### src/rtl/blit_fe_pkg.sv
package blit_fe_pkg;

  localparam int REG_W     = 32;
  localparam int PITCH_W   = 14;
  localparam int NUM_COORD = 6;
  localparam int NUM_SIDE  = 2;

  // coordinate slots
  localparam int C_SRCX   = 0;
  localparam int C_SRCY   = 1;
  localparam int C_DSTX   = 2;
  localparam int C_DSTY   = 3;
  localparam int C_WIDTH  = 4;
  localparam int C_HEIGHT = 5;

  // surface sides
  localparam int S_SRC = 0;
  localparam int S_DST = 1;

  // register word addresses
  localparam logic [31:0] A_SRC_X        = 32'd0;
  localparam logic [31:0] A_SRC_Y        = 32'd1;
  localparam logic [31:0] A_DST_X        = 32'd2;
  localparam logic [31:0] A_DST_Y        = 32'd3;
  localparam logic [31:0] A_WIDTH        = 32'd4;
  localparam logic [31:0] A_HEIGHT       = 32'd5;
  localparam logic [31:0] A_SRC_YX       = 32'd6;
  localparam logic [31:0] A_DST_YX       = 32'd7;
  localparam logic [31:0] A_SRC_XY       = 32'd8;
  localparam logic [31:0] A_DST_XY       = 32'd9;
  localparam logic [31:0] A_HEIGHT_WIDTH = 32'd10;
  localparam logic [31:0] A_WIDTH_HEIGHT = 32'd11;
  localparam logic [31:0] A_WIDTH_X      = 32'd12;
  localparam logic [31:0] A_HEIGHT_Y     = 32'd13;
  localparam logic [31:0] A_SRC_OFF      = 32'd14;
  localparam logic [31:0] A_SRC_PITCH    = 32'd15;
  localparam logic [31:0] A_DST_OFF      = 32'd16;
  localparam logic [31:0] A_DST_PITCH    = 32'd17;
  localparam logic [31:0] A_SRC_PACK     = 32'd18;
  localparam logic [31:0] A_DST_PACK     = 32'd19;
  localparam logic [31:0] A_MASTER       = 32'd20;

  // strobes from control to datapath
  typedef struct packed {
    logic [NUM_COORD-1:0] coordWr;
    logic [NUM_COORD-1:0] coordHi;
    logic [NUM_SIDE-1:0]  offWr;
    logic [NUM_SIDE-1:0]  pitchWr;
    logic [NUM_SIDE-1:0]  packWr;
    logic                 masterWr;
    logic                 launch;
  } strobe_t;

endpackage

### src/rtl/blit_fe_ctrl.sv
module blit_fe_ctrl
  import blit_fe_pkg::*;
#(
  parameter int ADDR_W = 5
) (
  input  logic              clk,
  input  logic              rstN,
  input  logic              wrValid,
  input  logic [ADDR_W-1:0] wrAddr,
  input  logic              engineBusy,
  output logic              wrReady,
  output logic              startPulse,
  output strobe_t           strb
);

  logic        accept;
  logic [31:0] addrIdx;

  assign wrReady = !engineBusy && !startPulse;
  assign accept  = wrValid && wrReady;
  assign addrIdx = 32'(wrAddr);

  always_comb begin
    strb = '0;
    if (accept) begin
      case (addrIdx)
        A_SRC_X:  strb.coordWr[C_SRCX] = 1'b1;
        A_SRC_Y:  strb.coordWr[C_SRCY] = 1'b1;
        A_DST_X:  strb.coordWr[C_DSTX] = 1'b1;
        A_DST_Y:  strb.coordWr[C_DSTY] = 1'b1;
        A_WIDTH: begin
          strb.coordWr[C_WIDTH] = 1'b1;
          strb.launch           = 1'b1;
        end
        A_HEIGHT: strb.coordWr[C_HEIGHT] = 1'b1;
        A_SRC_YX: begin
          strb.coordWr[C_SRCX] = 1'b1;
          strb.coordWr[C_SRCY] = 1'b1;
          strb.coordHi[C_SRCY] = 1'b1;
        end
        A_DST_YX: begin
          strb.coordWr[C_DSTX] = 1'b1;
          strb.coordWr[C_DSTY] = 1'b1;
          strb.coordHi[C_DSTY] = 1'b1;
        end
        A_SRC_XY: begin
          strb.coordWr[C_SRCY] = 1'b1;
          strb.coordWr[C_SRCX] = 1'b1;
          strb.coordHi[C_SRCX] = 1'b1;
        end
        A_DST_XY: begin
          strb.coordWr[C_DSTY] = 1'b1;
          strb.coordWr[C_DSTX] = 1'b1;
          strb.coordHi[C_DSTX] = 1'b1;
        end
        A_HEIGHT_WIDTH: begin
          strb.coordWr[C_WIDTH]  = 1'b1;
          strb.coordWr[C_HEIGHT] = 1'b1;
          strb.coordHi[C_HEIGHT] = 1'b1;
          strb.launch            = 1'b1;
        end
        A_WIDTH_HEIGHT: begin
          strb.coordWr[C_HEIGHT] = 1'b1;
          strb.coordWr[C_WIDTH]  = 1'b1;
          strb.coordHi[C_WIDTH]  = 1'b1;
          strb.launch            = 1'b1;
        end
        A_WIDTH_X: begin
          strb.coordWr[C_DSTX]  = 1'b1;
          strb.coordWr[C_WIDTH] = 1'b1;
          strb.coordHi[C_WIDTH] = 1'b1;
          strb.launch           = 1'b1;
        end
        A_HEIGHT_Y: begin
          strb.coordWr[C_DSTY]   = 1'b1;
          strb.coordWr[C_HEIGHT] = 1'b1;
          strb.coordHi[C_HEIGHT] = 1'b1;
        end
        A_SRC_OFF:   strb.offWr[S_SRC]   = 1'b1;
        A_SRC_PITCH: strb.pitchWr[S_SRC] = 1'b1;
        A_DST_OFF:   strb.offWr[S_DST]   = 1'b1;
        A_DST_PITCH: strb.pitchWr[S_DST] = 1'b1;
        A_SRC_PACK:  strb.packWr[S_SRC]  = 1'b1;
        A_DST_PACK:  strb.packWr[S_DST]  = 1'b1;
        A_MASTER:    strb.masterWr       = 1'b1;
        default: ;
      endcase
    end
  end

  always_ff @(posedge clk or negedge rstN) begin
    if (!rstN) startPulse <= 1'b0;
    else       startPulse <= strb.launch;
  end

endmodule

### src/rtl/blit_fe_datapath.sv
module blit_fe_datapath
  import blit_fe_pkg::*;
#(
  parameter int COORD_W = 14
) (
  input  logic               clk,
  input  logic               rstN,
  input  logic               layoutSel,
  input  logic [REG_W-1:0]   wrData,
  input  strobe_t            strb,
  output logic [COORD_W-1:0] coordQ [NUM_COORD],
  output logic [REG_W-1:0]   offQ   [NUM_SIDE],
  output logic [PITCH_W-1:0] pitchQ [NUM_SIDE],
  output logic               tileQ  [NUM_SIDE],
  output logic [REG_W-1:0]   masterQ,
  output logic [REG_W-1:0]   dataTypeQ,
  output logic [REG_W-1:0]   mixQ
);

  localparam int HI_LSB = REG_W / 2;
  localparam logic [REG_W-1:0] OFF_MASK0 = 32'hFFFF_FFF0;
  localparam logic [REG_W-1:0] OFF_MASK1 = 32'hFFFF_FC00;
  localparam logic [REG_W-1:0] CTL_MASK  = 32'hF800_000F;

  logic [COORD_W-1:0] loLane;
  logic [COORD_W-1:0] hiLane;

  assign loLane = wrData[COORD_W-1:0];
  assign hiLane = wrData[HI_LSB +: COORD_W];

  for (genvar c = 0; c < NUM_COORD; c++) begin : g_coord
    always_ff @(posedge clk or negedge rstN) begin
      if (!rstN)                coordQ[c] <= '0;
      else if (strb.coordWr[c]) coordQ[c] <= strb.coordHi[c] ? hiLane : loLane;
    end
  end

  for (genvar s = 0; s < NUM_SIDE; s++) begin : g_side
    logic [REG_W-1:0]   offN;
    logic [PITCH_W-1:0] pitchN;
    logic               tileN;

    always_comb begin
      offN   = offQ[s];
      pitchN = pitchQ[s];
      tileN  = tileQ[s];
      if (strb.packWr[s]) begin
        if (!layoutSel) begin
          offN   = {6'b0, wrData[20:0], 5'b0};
          pitchN = {4'b0, wrData[30:21]};
          tileN  = wrData[31];
        end else begin
          offN   = {wrData[21:0], 10'b0};
          pitchN = {wrData[29:22], 6'b0};
          tileN  = wrData[30];
        end
      end else if (strb.offWr[s]) begin
        offN = wrData & (layoutSel ? OFF_MASK1 : OFF_MASK0);
      end else if (strb.pitchWr[s]) begin
        if (!layoutSel) begin
          pitchN = wrData[PITCH_W-1:0];
          tileN  = wrData[16];
        end else begin
          pitchN = {wrData[13:4], 4'b0};
        end
      end
    end

    always_ff @(posedge clk or negedge rstN) begin
      if (!rstN) begin
        offQ[s]   <= '0;
        pitchQ[s] <= '0;
        tileQ[s]  <= 1'b0;
      end else begin
        offQ[s]   <= offN;
        pitchQ[s] <= pitchN;
        tileQ[s]  <= tileN;
      end
    end
  end

  always_ff @(posedge clk or negedge rstN) begin
    if (!rstN) begin
      masterQ   <= '0;
      dataTypeQ <= '0;
      mixQ      <= '0;
    end else if (strb.masterWr) begin
      masterQ   <= wrData & CTL_MASK;
      dataTypeQ <= {1'b0, wrData[14], 12'b0, wrData[13:12], 4'b0,
                    wrData[7:4], 4'b0, wrData[11:8]};
      mixQ      <= {8'b0, wrData[23:16], 5'b0, wrData[26:24], 8'b0};
    end
  end

endmodule

### src/rtl/blit_reg_frontend.sv
module blit_reg_frontend
  import blit_fe_pkg::*;
#(
  parameter int ADDR_W  = 5,
  parameter int COORD_W = 14
) (
  input  logic               clk,
  input  logic               rstN,
  input  logic               layoutSel,
  input  logic               engineBusy,
  input  logic               wrValid,
  input  logic [ADDR_W-1:0]  wrAddr,
  input  logic [31:0]        wrData,
  output logic               wrReady,
  output logic               startPulse,
  output logic [COORD_W-1:0] srcX,
  output logic [COORD_W-1:0] srcY,
  output logic [COORD_W-1:0] dstX,
  output logic [COORD_W-1:0] dstY,
  output logic [COORD_W-1:0] width,
  output logic [COORD_W-1:0] height,
  output logic [31:0]        srcOffset,
  output logic [13:0]        srcPitch,
  output logic               srcTile,
  output logic [31:0]        dstOffset,
  output logic [13:0]        dstPitch,
  output logic               dstTile,
  output logic [31:0]        masterCtl,
  output logic [31:0]        dataType,
  output logic [31:0]        mixMode
);

  strobe_t            strb;
  logic [COORD_W-1:0] coordQ [NUM_COORD];
  logic [REG_W-1:0]   offQ   [NUM_SIDE];
  logic [PITCH_W-1:0] pitchQ [NUM_SIDE];
  logic               tileQ  [NUM_SIDE];

  blit_fe_ctrl #(.ADDR_W(ADDR_W)) u_ctrl (
    .clk        (clk),
    .rstN       (rstN),
    .wrValid    (wrValid),
    .wrAddr     (wrAddr),
    .engineBusy (engineBusy),
    .wrReady    (wrReady),
    .startPulse (startPulse),
    .strb       (strb)
  );

  blit_fe_datapath #(.COORD_W(COORD_W)) u_dp (
    .clk       (clk),
    .rstN      (rstN),
    .layoutSel (layoutSel),
    .wrData    (wrData),
    .strb      (strb),
    .coordQ    (coordQ),
    .offQ      (offQ),
    .pitchQ    (pitchQ),
    .tileQ     (tileQ),
    .masterQ   (masterCtl),
    .dataTypeQ (dataType),
    .mixQ      (mixMode)
  );

  assign srcX      = coordQ[C_SRCX];
  assign srcY      = coordQ[C_SRCY];
  assign dstX      = coordQ[C_DSTX];
  assign dstY      = coordQ[C_DSTY];
  assign width     = coordQ[C_WIDTH];
  assign height    = coordQ[C_HEIGHT];
  assign srcOffset = offQ[S_SRC];
  assign srcPitch  = pitchQ[S_SRC];
  assign srcTile   = tileQ[S_SRC];
  assign dstOffset = offQ[S_DST];
  assign dstPitch  = pitchQ[S_DST];
  assign dstTile   = tileQ[S_DST];

endmodule

### config.mk
export PLATFORM = sky130hd
export DESIGN_NAME = blit_reg_frontend
export DESIGN_NICKNAME = d
export VERILOG_FILES = /design/src/rtl/blit_fe_pkg.sv /design/src/rtl/blit_fe_ctrl.sv /design/src/rtl/blit_fe_datapath.sv /design/src/rtl/blit_reg_frontend.sv
export SDC_FILE = /design/constraint.sdc
export NUM_CORES = 1
export LEC_CHECK = 0
export CAP_MARGIN = 10
export CORE_MARGIN = 3
export CORE_UTILIZATION = 47
export DETAILED_ROUTE_END_ITERATION = 8
export GPL_ROUTABILITY_DRIVEN = 0
export PLACE_DENSITY_LB_ADDON = 0.05
export SLEW_MARGIN = 20
export SYNTH_ARGS = -nofsm -noshare
export SYNTH_HDL_FRONTEND = slang
export SYNTH_HIERARCHICAL = 1
export SYNTH_SLANG_ARGS = --single-unit
export TNS_END_PERCENT = 20
### constraint.sdc
create_clock -name clk -period 2.7 [get_ports clk]
set_input_delay 0.54 -clock clk [delete_from_list [all_inputs] [get_ports clk]]
set_output_delay 0.54 -clock clk [all_outputs]
set_load 0.05 [all_outputs]
==> reports/metrics.json, run 1 <==
{
  "outcome": {
    "outcome": "finished clean"
  },
  "grt": {
    "first_global_vias": 8214,
    "antenna_found_initial": 0,
    "overall_global_routing_usage_pct": 28.08,
    "grt-ovfl-total": 0,
    "global_route_wire_length_before_repair_um": 50850,
    "grt_max_degree": 72
  },
  "die": {
    "fp-row-count": 53,
    "io_pins": 318,
    "initial_utilization_pct": 48.13,
    "die-height_um": 153.2,
    "die-width_um": 153.2,
    "core_region_area_um2": 21150,
    "design.die.area_um2": 23470
  },
  "clock_tree": {
    "cts_max_path_buffers": 3,
    "holdBufCountCts": 1,
    "cts_root_buf": "clkbuf_16",
    "clock-sinks": 202,
    "clk-insertion-delay-late_ps": 520,
    "ctsHtreeMaxLevel": 1,
    "cts_tree": "done",
    "post-cts-setup-buffer-count": 0,
    "ctsResizeCount": 0,
    "cts_buffer_count": 23,
    "clkTransAtPathRegs_ps": 60
  },
  "placement": {
    "instance_area_after_placement_um2": 13190,
    "hpwl_um": 23660,
    "numPortBuffers": 244
  },
  "cells_and_area": {
    "diodes": 0,
    "highest_count_cells_in_the_layout_ignoring_fill_and_taps": "241 x clkdlybuf4s50_1, 202 x dfrtp_1, 146 x mux2i_1",
    "mostFrequentLayoutCell": "clkdlybuf4s50_1",
    "num-nets-final": 1281,
    "finish.instance_area_um2": 13970,
    "fraction_of_final_layout_cells_with_drive_strength_greater_than_1_pct": 15.24,
    "syn_to_final_growth_pct": 37.18
  },
  "timing": {
    "tightestPinTransition_ps": 719.3,
    "final.min_clock_period_ps": 2421,
    "fmax_mhz": 413.0,
    "rsz0062_at_grt": "no",
    "number_of_failing_hold_endpoints_at_the_final_stage": 0,
    "period_share_pct": 89.68,
    "fin_worst_skew_ps": 9.870,
    "final_setup_viols": 0,
    "final-max-slew-violation-count": 0,
    "slew_hr_pct": 51.90,
    "worst_hold_slack_ps": 489.1
  },
  "yosys": {
    "netlist_instances": 990,
    "number_of_enable_flip_flop_cells_after_synthesis": 0,
    "postSynth.asyncResetShare_pct": 100.0,
    "synth_seq_area_share_pct": 49.64,
    "postSynth.topFlopCell": "dfrtp_1",
    "postSynthAreaPerCell_um2": 10.29,
    "synth_cell_types": 40,
    "synth_cell_area_um2": 10180,
    "synth_largest_type_area_fraction_pct": 49.64,
    "yosys.area.top_type": "dfrtp_1",
    "synth-warning-count": 6,
    "yosys-top-cells-area": "dfrtp_1 50%, mux2i_1 14%, mux2_2 5.6%, buf_4 5.5%, a21oi_1 4.8%",
    "ys_ff_latch": 202
  },
  "route": {
    "detailedRoute.firstPassIterationCount": 5,
    "wirelength_um": 34110,
    "route.detailed.vias_per_inst": 5.408,
    "drcViolationCount": 0,
    "violation_count_after_the_first_detailed_route_iteration": 584,
    "route.detailed.wl_per_inst_um": 22.32,
    "detailroute.via_count": 8264,
    "ant_nets": 0
  },
  "setup_path": {
    "critPathMaxStageDelay_ps": 870,
    "critPathArrivalTime_ps": 1880,
    "cp.buffers_inverters": 1,
    "crit_path_start": "u_ctrl/startPulse",
    "critPathTopFamily": "buffers and inverters",
    "critPathRequiredTime_ps": 2160,
    "path_class": "register to primary output",
    "critical_path.reg2reg.startpoint": "u_ctrl/startPulse",
    "startpoint_type": "register",
    "slowest_stage": "clkdlybuf4s50_1",
    "critical_path.endpoint_type": "primary output",
    "timing.critical_path.fanout_max": 5,
    "path_cells": "clkdlybuf4s50_1"
  },
  "power_and_ir_drop": {
    "internal_power_mw": 7.234,
    "share_seq_of_total_power_pct": 32.9,
    "power.static_leakage_nw": 5.840,
    "power_density_over_the_cells_nw_per_um2": 901.6,
    "power.combinational.fraction_pct": 41.8,
    "irDropWorstVdd_uv": 561.1,
    "finalPower_mw": 12.59,
    "power.switching_fraction_pct": 42.56,
    "share_of_power_burned_in_the_clock_network_pct": 25.3,
    "power.switching_mw": 5.361
  },
  "flow_run": {
    "maxCapViolCount": 0
  },
  "hold_path": {
    "min_path_type": "register to register",
    "hold_start": "u_dp/offQ[38]"
  }
}
## cell type report
type,instances,area (um2)
clock buffers,29,658.1
well taps,275,344.1
fillers,1772,7186
clock inverters,10,110.1
multi-input cells,687,4477
flip-flops and latches,202,5055
repair buffers,325,3324
## stage by stage
| step | TNS [ps] | setup WS [ps] | std cells | util (%) |
|---|---|---|---|---|
| global placement | 0 | 12.81 | 1488 | 62.35 |
| finish | 0 | 278.7 | 1528 | 66.03 |
| CTS | 0 | 271.2 | 1528 | 66.03 |
| global route | 0 | 267.4 | 1528 | 66.03 |
| detailed placement | -457.5 | -72.70 | 1488 | 62.35 |
| floorplan | 0 | 108.5 | 1062 | - |
## cells in the mapped netlist (2+ instances only)
| library cell | n |
|---|---|
| dfrtp_1 | 202 |
| mux2i_1 | 146 |
| a21oi_1 | 98 |
| nor2_1 | 98 |
| buf_4 | 75 |
| o21ai_0 | 71 |
| clkbuf_1 | 60 |
| nand2_1 | 55 |
| mux2_2 | 51 |
| buf_2 | 26 |
| nand3_1 | 17 |
| nor2b_1 | 13 |
| a22oi_1 | 11 |
| buf_1 | 9 |
| nand2b_1 | 7 |
| a221o_1 | 6 |
| a221oi_1 | 4 |
| and3_1 | 4 |
| nand3b_1 | 4 |
| o2bb2ai_1 | 4 |
| buf_6 | 3 |
| nor3_1 | 3 |
| and3b_1 | 2 |
| nand4_1 | 2 |
| nor2_2 | 2 |
| nor3b_1 | 2 |
| nor4b_1 | 2 |
## state kept, by name, summed over array words and instances (netlist names)
| name | flops |
|---|---|
| u_dp/coordQ | 84 |
| u_dp/offQ | 56 |
| u_dp/pitchQ | 28 |
| u_dp/dataTypeQ | 11 |
| u_dp/mixQ | 11 |
| u_dp/masterQ | 9 |
| u_dp/tileQ | 2 |
| u_ctrl/startPulse | 1 |
## worst paths after layout
kind / end / slack (ps) / cells after the start
setup / recovery: startPulse / 280 / 1
hold / removal: u_dp/offQ[38] / 490 / 2
setup reg to reg: u_dp/pitchQ[2] / 470 / 6
hold reg to reg: u_dp/offQ[38] / 490 / 2
max in group asynchronous: u_dp/offQ[27] / 1360 / 3
min in group asynchronous: u_dp/coordQ[19] / 530 / 2
## power groups by stage
stage                     registers [mW]  logic (mW)  clock network (mW)
after global placement              4.18        5.21                   0
after global routing                4.22        5.47                3.35
after floorplan                     6.50        1.03                   0
final                               4.15        5.26                3.19
after CTS                           4.15        5.28                3.23
after detailed placement            4.18        5.26                   0
## routing by layer
metal	GRT usage, %	part of all wire (%)	vias up
li1	-	-	3777
met1	37.45	41	4040
met2	45.59	47	384
met3	7.078	8.9	63
met4	8.443	3.0	0
met5	0	0	-
## cells by family (layout without fill, tap and decap cells)
group	after synthesis	in the layout	synth area share [%]
AND/OR/NAND/NOR	219	219	9.965
flip-flops	202	202	49.64
AO/OA/AOI/OAI	197	197	10.59
multiplexers	197	197	19.99
buffers and inverters	173	364	9.683
other	1	73	0.03683
XOR/XNOR	1	1	0.08603
Note: power is estimated with default switching activity, not from simulation.
==> run 2: changes to the inputs <==
CORE_MARGIN = 2   (was 3)
PLACE_DENSITY_LB_ADDON = 0.12   (was 0.05)
==> reports/metrics.json, run 2 (synthesized netlist as in run 1, its figures left out) <==
{
  "timing": {
    "fmax_mhz": 418.3,
    "final.min_clock_period_ps": 2391,
    "tightestPinTransition_ps": 738.6,
    "worst_hold_slack_ps": 63.44,
    "final-max-slew-violation-count": 0,
    "fin_worst_skew_ps": 21.79,
    "period_share_pct": 88.54,
    "rsz0062_at_grt": "no",
    "slew_hr_pct": 50.55,
    "number_of_failing_hold_endpoints_at_the_final_stage": 0,
    "final_setup_viols": 0
  },
  "route": {
    "detailedRoute.firstPassIterationCount": 5,
    "ant_nets": 0,
    "drcViolationCount": 0,
    "route.detailed.vias_per_inst": 5.456,
    "detailroute.via_count": 8381,
    "route.detailed.wl_per_inst_um": 22.21,
    "violation_count_after_the_first_detailed_route_iteration": 498,
    "wirelength_um": 34120
  },
  "clock_tree": {
    "post-cts-setup-buffer-count": 0,
    "cts_buffer_count": 22,
    "cts_max_path_buffers": 3,
    "ctsHtreeMaxLevel": 1,
    "clock-sinks": 202,
    "holdBufCountCts": 0,
    "cts_tree": "done",
    "clk-insertion-delay-late_ps": 520,
    "ctsResizeCount": 0,
    "cts_root_buf": "clkbuf_16",
    "clkTransAtPathRegs_ps": 60
  },
  "die": {
    "design.die.area_um2": 22860,
    "die-height_um": 151.2,
    "io_pins": 318,
    "core_region_area_um2": 21150,
    "fp-row-count": 53,
    "initial_utilization_pct": 48.13,
    "die-width_um": 151.2
  },
  "power_and_ir_drop": {
    "power.switching_mw": 5.306,
    "share_seq_of_total_power_pct": 33.6,
    "power.static_leakage_nw": 5.846,
    "irDropWorstVdd_uv": 483.5,
    "power_density_over_the_cells_nw_per_um2": 882.7,
    "internal_power_mw": 7.037,
    "share_of_power_burned_in_the_clock_network_pct": 23.7,
    "power.combinational.fraction_pct": 42.6,
    "power.switching_fraction_pct": 42.99,
    "finalPower_mw": 12.34
  },
  "setup_path": {
    "rr_endpoint": "u_dp/tileQ[0]",
    "startpoint_type": "register",
    "critPathMaxStageDelay_ps": 810,
    "reg2reg_setup_slack_ps": 520,
    "path_cells": "buf_4 -> clkdlybuf4s50_1",
    "critPathRequiredTime_ps": 2160,
    "slowest_stage": "clkdlybuf4s50_1",
    "path_class": "register to primary output",
    "critical_path.reg2reg.startpoint": "u_ctrl/startPulse",
    "reg2reg_depth": 8,
    "timing.critical_path.fanout_max": 3,
    "critPathArrivalTime_ps": 1850,
    "critical_path.endpoint_type": "primary output"
  },
  "cells_and_area": {
    "syn_to_final_growth_pct": 37.32,
    "largest_register_ff_count": 84,
    "mostFrequentLayoutCell": "clkdlybuf4s50_1",
    "num-nets-final": 1289,
    "top_register": "u_dp/coordQ",
    "largest_registers": "u_dp/coordQ: 84 flops, u_dp/offQ: 56 flops, u_dp/pitchQ: 28 flops",
    "count_of_placed_standard_cells_in_the_final_layout_fillers_left_out": 1536,
    "diodes": 0,
    "fraction_of_final_layout_cells_with_drive_strength_greater_than_1_pct": 15.23,
    "highest_count_cells_in_the_layout_ignoring_fill_and_taps": "241 x clkdlybuf4s50_1, 202 x dfrtp_1, 146 x mux2i_1"
  },
  "grt": {
    "grt-ovfl-total": 0,
    "first_global_vias": 8169,
    "overall_global_routing_usage_pct": 29.59,
    "antenna_found_initial": 1,
    "grt_max_degree": 71,
    "global_route_wire_length_before_repair_um": 50030
  },
  "flow_run": {
    "maxCapViolCount": 0
  },
  "outcome": {
    "outcome": "finished clean"
  },
  "placement": {
    "hpwl_um": 23470,
    "numPortBuffers": 244,
    "dpl.cell_count": 1498
  },
  "hold_path": {
    "min_path_type": "input port to asynchronous set/reset pin"
  }
}
-- run 2: cell types whose count changed in the layout (fill, tap and decap cells not counted) --
cell and delta:
clkbuf_8 -2, clkbuf_1 +8, bufinv_16 -1, clkinv_8 +1, buf_4 +8, clkbuf_16 -1, inv_6 -1, buf_12 +2
dlygate4sd3_1 -1, clkinv_2 -4, inv_8 -1
-- run 2: routing by layer --
| metal | GRT usage (%) | routed length [um] |
|---|---|---|
| met1 | 40.60 | 13900 |
| met3 | 7.018 | 3181 |
| met2 | 47.51 | 16320 |
| met4 | 7.523 | 714 |
| met5 | 0 | 0 |
-- run 2: area by class of cell --
class | count | area (um2)
Fill cell | 1731 | 7172
Sequential cell | 202 | 5055
Multi-Input combinational cell | 687 | 4477
Timing Repair Buffer | 334 | 3415
Clock buffer | 34 | 635.6
Tap cell | 275 | 344.1
Clock inverter | 4 | 56.30
-- run 2: worst max-delay path by stage --
stage / startpoint / to / slack [ps] / depth (start not counted)
6_report: u_ctrl/startPulse / startPulse / 310 / 2
5_1_grt: wrValid / u_dp/tileQ[0] / 180 / 9
4_1_cts: u_ctrl/startPulse / startPulse / 270 / 2
3_5_place_dp: wrValid / u_dp/tileQ[0] / -70 / 9
3_3_place_gp: wrValid / u_dp/tileQ[0] / -30 / 9
2_1_floorplan: u_ctrl/startPulse / u_dp/coordQ[28] / 110 / 8
-- run 2: power by group through the flow --
stage | sequential, mW | clock (mW) | combinational [mW]
after floorplan | 6.50 | 0 | 1.03
after global placement | 4.18 | 0 | 5.21
after detailed placement | 4.19 | 0 | 5.26
after CTS | 4.15 | 2.98 | 5.28
after global routing | 4.22 | 3.10 | 5.50
final | 4.15 | 2.93 | 5.26
-- run 2: metrics by stage --
step	worst slack [ps]	setup TNS [ps]	utilization, %	area [um2]
after floorplan	108.5	0	-	10460
after global placement	-32.60	-82.99	62.83	13290
after detailed placement	-66.25	-374.6	62.83	13290
after CTS	273.7	0	66.10	13980
after global routing	180.8	0	66.10	13980
final	309.5	0	66.10	13980
-- run 2: worst max-delay path: cells and delay by family, from the launching register on --
kind / cells / cell delay (ps)
buffers and inverters: 2 / 970
DFF: 1 / 370
==> run 3: changes to the inputs <==
ABC_AREA = 1   (was unset)
==> reports/metrics.json, run 3 <==
{
  "outcome": {
    "outcome": "finished clean"
  },
  "yosys": {
    "synth_cell_area_um2": 10140,
    "post-synth-top-count-cell": "nand2_1",
    "number_of_enable_flip_flop_cells_after_synthesis": 0,
    "postSynth.asyncResetShare_pct": 100.0,
    "synth_seq_area_share_pct": 49.87,
    "synth.top_cells.by_count": "416 x nand2_1, 202 x dfrtp_1, 152 x nand3_1",
    "postSynthAreaPerCell_um2": 7.882,
    "netlist_instances": 1286,
    "synth_cell_types": 27,
    "synth-warning-count": 6,
    "yosys-top-cells-area": "dfrtp_1 50%, nand2_1 15%, nand3_1 7.5%, buf_4 6.1%, a31oi_1 5.2%",
    "postSynth.topFlopCell": "dfrtp_1",
    "yosys.area.top_type": "dfrtp_1",
    "ys_ff_latch": 202,
    "synth_largest_type_area_fraction_pct": 49.87
  },
  "clock_tree": {
    "cts_root_buf": "clkbuf_16",
    "clk-insertion-delay-late_ps": 510,
    "clkTransAtPathRegs_ps": 60,
    "post-cts-setup-buffer-count": 0,
    "cts_max_path_buffers": 3,
    "ctsHtreeMaxLevel": 1,
    "clock-sinks": 202,
    "holdBufCountCts": 0,
    "cts_buffer_count": 23,
    "ctsResizeCount": 0,
    "cts_tree": "done"
  },
  "timing": {
    "fin_tns_setup_ps": 0,
    "fmax_mhz": 433.0,
    "tightestPinTransition_ps": 780.0,
    "period_share_pct": 85.54,
    "number_of_failing_hold_endpoints_at_the_final_stage": 0,
    "final_setup_viols": 0,
    "rsz0062_at_grt": "no",
    "fin_worst_skew_ps": 17.31,
    "final-max-slew-violation-count": 0,
    "final.min_clock_period_ps": 2310,
    "post-route-worst-setup-slack_ps": 390.4,
    "slew_hr_pct": 47.83
  },
  "setup_path": {
    "critPathTopFamily": "buffers and inverters",
    "path_class": "register to primary output",
    "cp.buffers_inverters": 1,
    "rr_endpoint": "u_dp/pitchQ[12]",
    "critical_path.endpoint_type": "primary output",
    "reg2reg_setup_slack_ps": 710,
    "startpoint_type": "register",
    "critPathRequiredTime_ps": 2160,
    "critPathArrivalTime_ps": 1770,
    "timing.critical_path.fanout_max": 2,
    "critical_path.reg2reg.startpoint": "u_ctrl/startPulse",
    "critPathMaxStageDelay_ps": 880,
    "reg2reg_depth": 10,
    "slowest_stage": "clkdlybuf4s50_1",
    "path_cells": "clkdlybuf4s50_1",
    "critical_path_cell_count": 1
  },
  "route": {
    "violation_count_after_the_first_detailed_route_iteration": 1066,
    "route.detailed.wl_per_inst_um": 19.78,
    "detailedRoute.firstPassIterationCount": 6,
    "wirelength_um": 35820,
    "drcViolationCount": 0,
    "detailroute.via_count": 9770,
    "ant_nets": 0,
    "route.detailed.vias_per_inst": 5.395
  },
  "grt": {
    "global_route_wire_length_before_repair_um": 52900,
    "antenna_found_initial": 0,
    "overall_global_routing_usage_pct": 31.03,
    "grt_max_degree": 70,
    "grt-ovfl-total": 0,
    "first_global_vias": 8841
  },
  "placement": {
    "instance_area_after_placement_um2": 12800,
    "place_ws_ps": 185.7,
    "numPortBuffers": 244,
    "hpwl_um": 24340
  },
  "cells_and_area": {
    "largest_register_ff_count": 84,
    "final-seq-area_um2": 5055,
    "diodes": 0,
    "highest_count_cells_in_the_layout_ignoring_fill_and_taps": "416 x nand2_1, 241 x clkdlybuf4s50_1, 202 x dfrtp_1",
    "num-nets-final": 1564,
    "largest_registers": "u_dp/coordQ: 84 flops, u_dp/offQ: 56 flops, u_dp/pitchQ: 28 flops",
    "fraction_of_final_layout_cells_with_drive_strength_greater_than_1_pct": 8.594,
    "top_register": "u_dp/coordQ",
    "syn_to_final_growth_pct": 33.87,
    "mostFrequentLayoutCell": "nand2_1",
    "nFillCells": 1841,
    "finish.instance_area_um2": 13570,
    "multi_input_comb_area_um2": 4135
  },
  "power_and_ir_drop": {
    "irDropWorstVdd_uv": 555.0,
    "share_seq_of_total_power_pct": 32.7,
    "internal_power_mw": 7.404,
    "power.switching_mw": 5.600,
    "power.static_leakage_nw": 6.391,
    "share_of_power_burned_in_the_clock_network_pct": 24.8,
    "power.combinational.fraction_pct": 42.5,
    "power_density_over_the_cells_nw_per_um2": 958.4,
    "power.switching_fraction_pct": 43.06,
    "finalPower_mw": 13.00
  },
  "hold_path": {
    "min_path_type": "input port to asynchronous set/reset pin"
  },
  "die": {
    "fp-row-count": 53,
    "io_pins": 318,
    "initial_utilization_pct": 48.07,
    "core_region_area_um2": 21090,
    "design.die.area_um2": 22760,
    "die-height_um": 150.9,
    "die-width_um": 150.9
  },
  "flow_run": {
    "maxCapViolCount": 0
  }
}
[run 3: changes by cell type after synthesis, sizes merged, moves of 11 or more]
| cell | previous run | this run |
|---|---|---|
| nand2 | 55 | 419 |
| mux2i | 146 | 0 |
| nand3 | 17 | 152 |
| a31oi | 1 | 84 |
| a21oi | 98 | 22 |
| o21ai | 71 | 19 |
| inv | 0 | 49 |
| nor2 | 100 | 145 |
| mux2 | 51 | 9 |
| clkbuf | 60 | 24 |
| buf | 113 | 148 |
| nor2b | 14 | 0 |
| a22oi | 11 | 0 |
[run 3: how the worst max path moves through the flow]
| stage | slack (ps) | from | endpoint |
|---|---|---|---|
| floorplan | 80 | u_ctrl/startPulse | u_dp/pitchQ[10] |
| global placement | 220 | engineBusy | u_dp/pitchQ[9] |
| detailed placement | 190 | engineBusy | u_dp/pitchQ[4] |
| CTS | 400 | u_dp/pitchQ[11] | dstPitch[11] |
| global route | 370 | u_dp/pitchQ[11] | dstPitch[11] |
| finish | 390 | u_dp/pitchQ[11] | dstPitch[11] |
[run 3: final cells by class]
cell class / count / area share (%)
Clock inverter: 7 / 0.8114
Clock buffer: 32 / 4.859
Sequential cell: 202 / 37.25
Timing Repair Buffer: 311 / 22.69
Multi-Input combinational cell: 935 / 30.47
Inverter: 49 / 1.374
Tap cell: 275 / 2.536
[run 3: per-stage QoR]
stage / hold WS [ps] / std cells / util, %
2_1_floorplan: 244.4 / 1358 / -
3_3_place_gp: 462.9 / 1772 / 60.70
3_5_place_dp: 467.6 / 1772 / 60.70
4_1_cts: 65.18 / 1811 / 64.35
5_1_grt: 79.42 / 1811 / 64.35
6_report: 39.77 / 1811 / 64.35
[run 3: cells by family (layout without fill, tap and decap cells)]
logic type	after synthesis	count (layout)	synth area share (%)
and+or+nand+nor	720	720	29.05
muxes	9	9	0.9999
AOI/OAI and AO/OA	133	133	7.802
other	1	73	0.03700
buffers and inverters	221	399	12.25
DFF	202	202	49.87
[run 3: metal layers]
metal / global-route usage [%] / part of all wire [%]
met5: 0 / 0
met4: 12.01 / 4.1
met2: 47.11 / 45
met3: 5.482 / 11
met1: 44.51 / 40
[run 3: power groups by stage]
stage	registers, mW	logic (mW)	clock network [mW]
floorplan	6.72	1.11	0
global placement	4.29	5.47	0
detailed placement	4.28	5.53	0
CTS	4.25	5.54	3.25
global route	4.32	5.78	3.37
finish	4.25	5.52	3.23
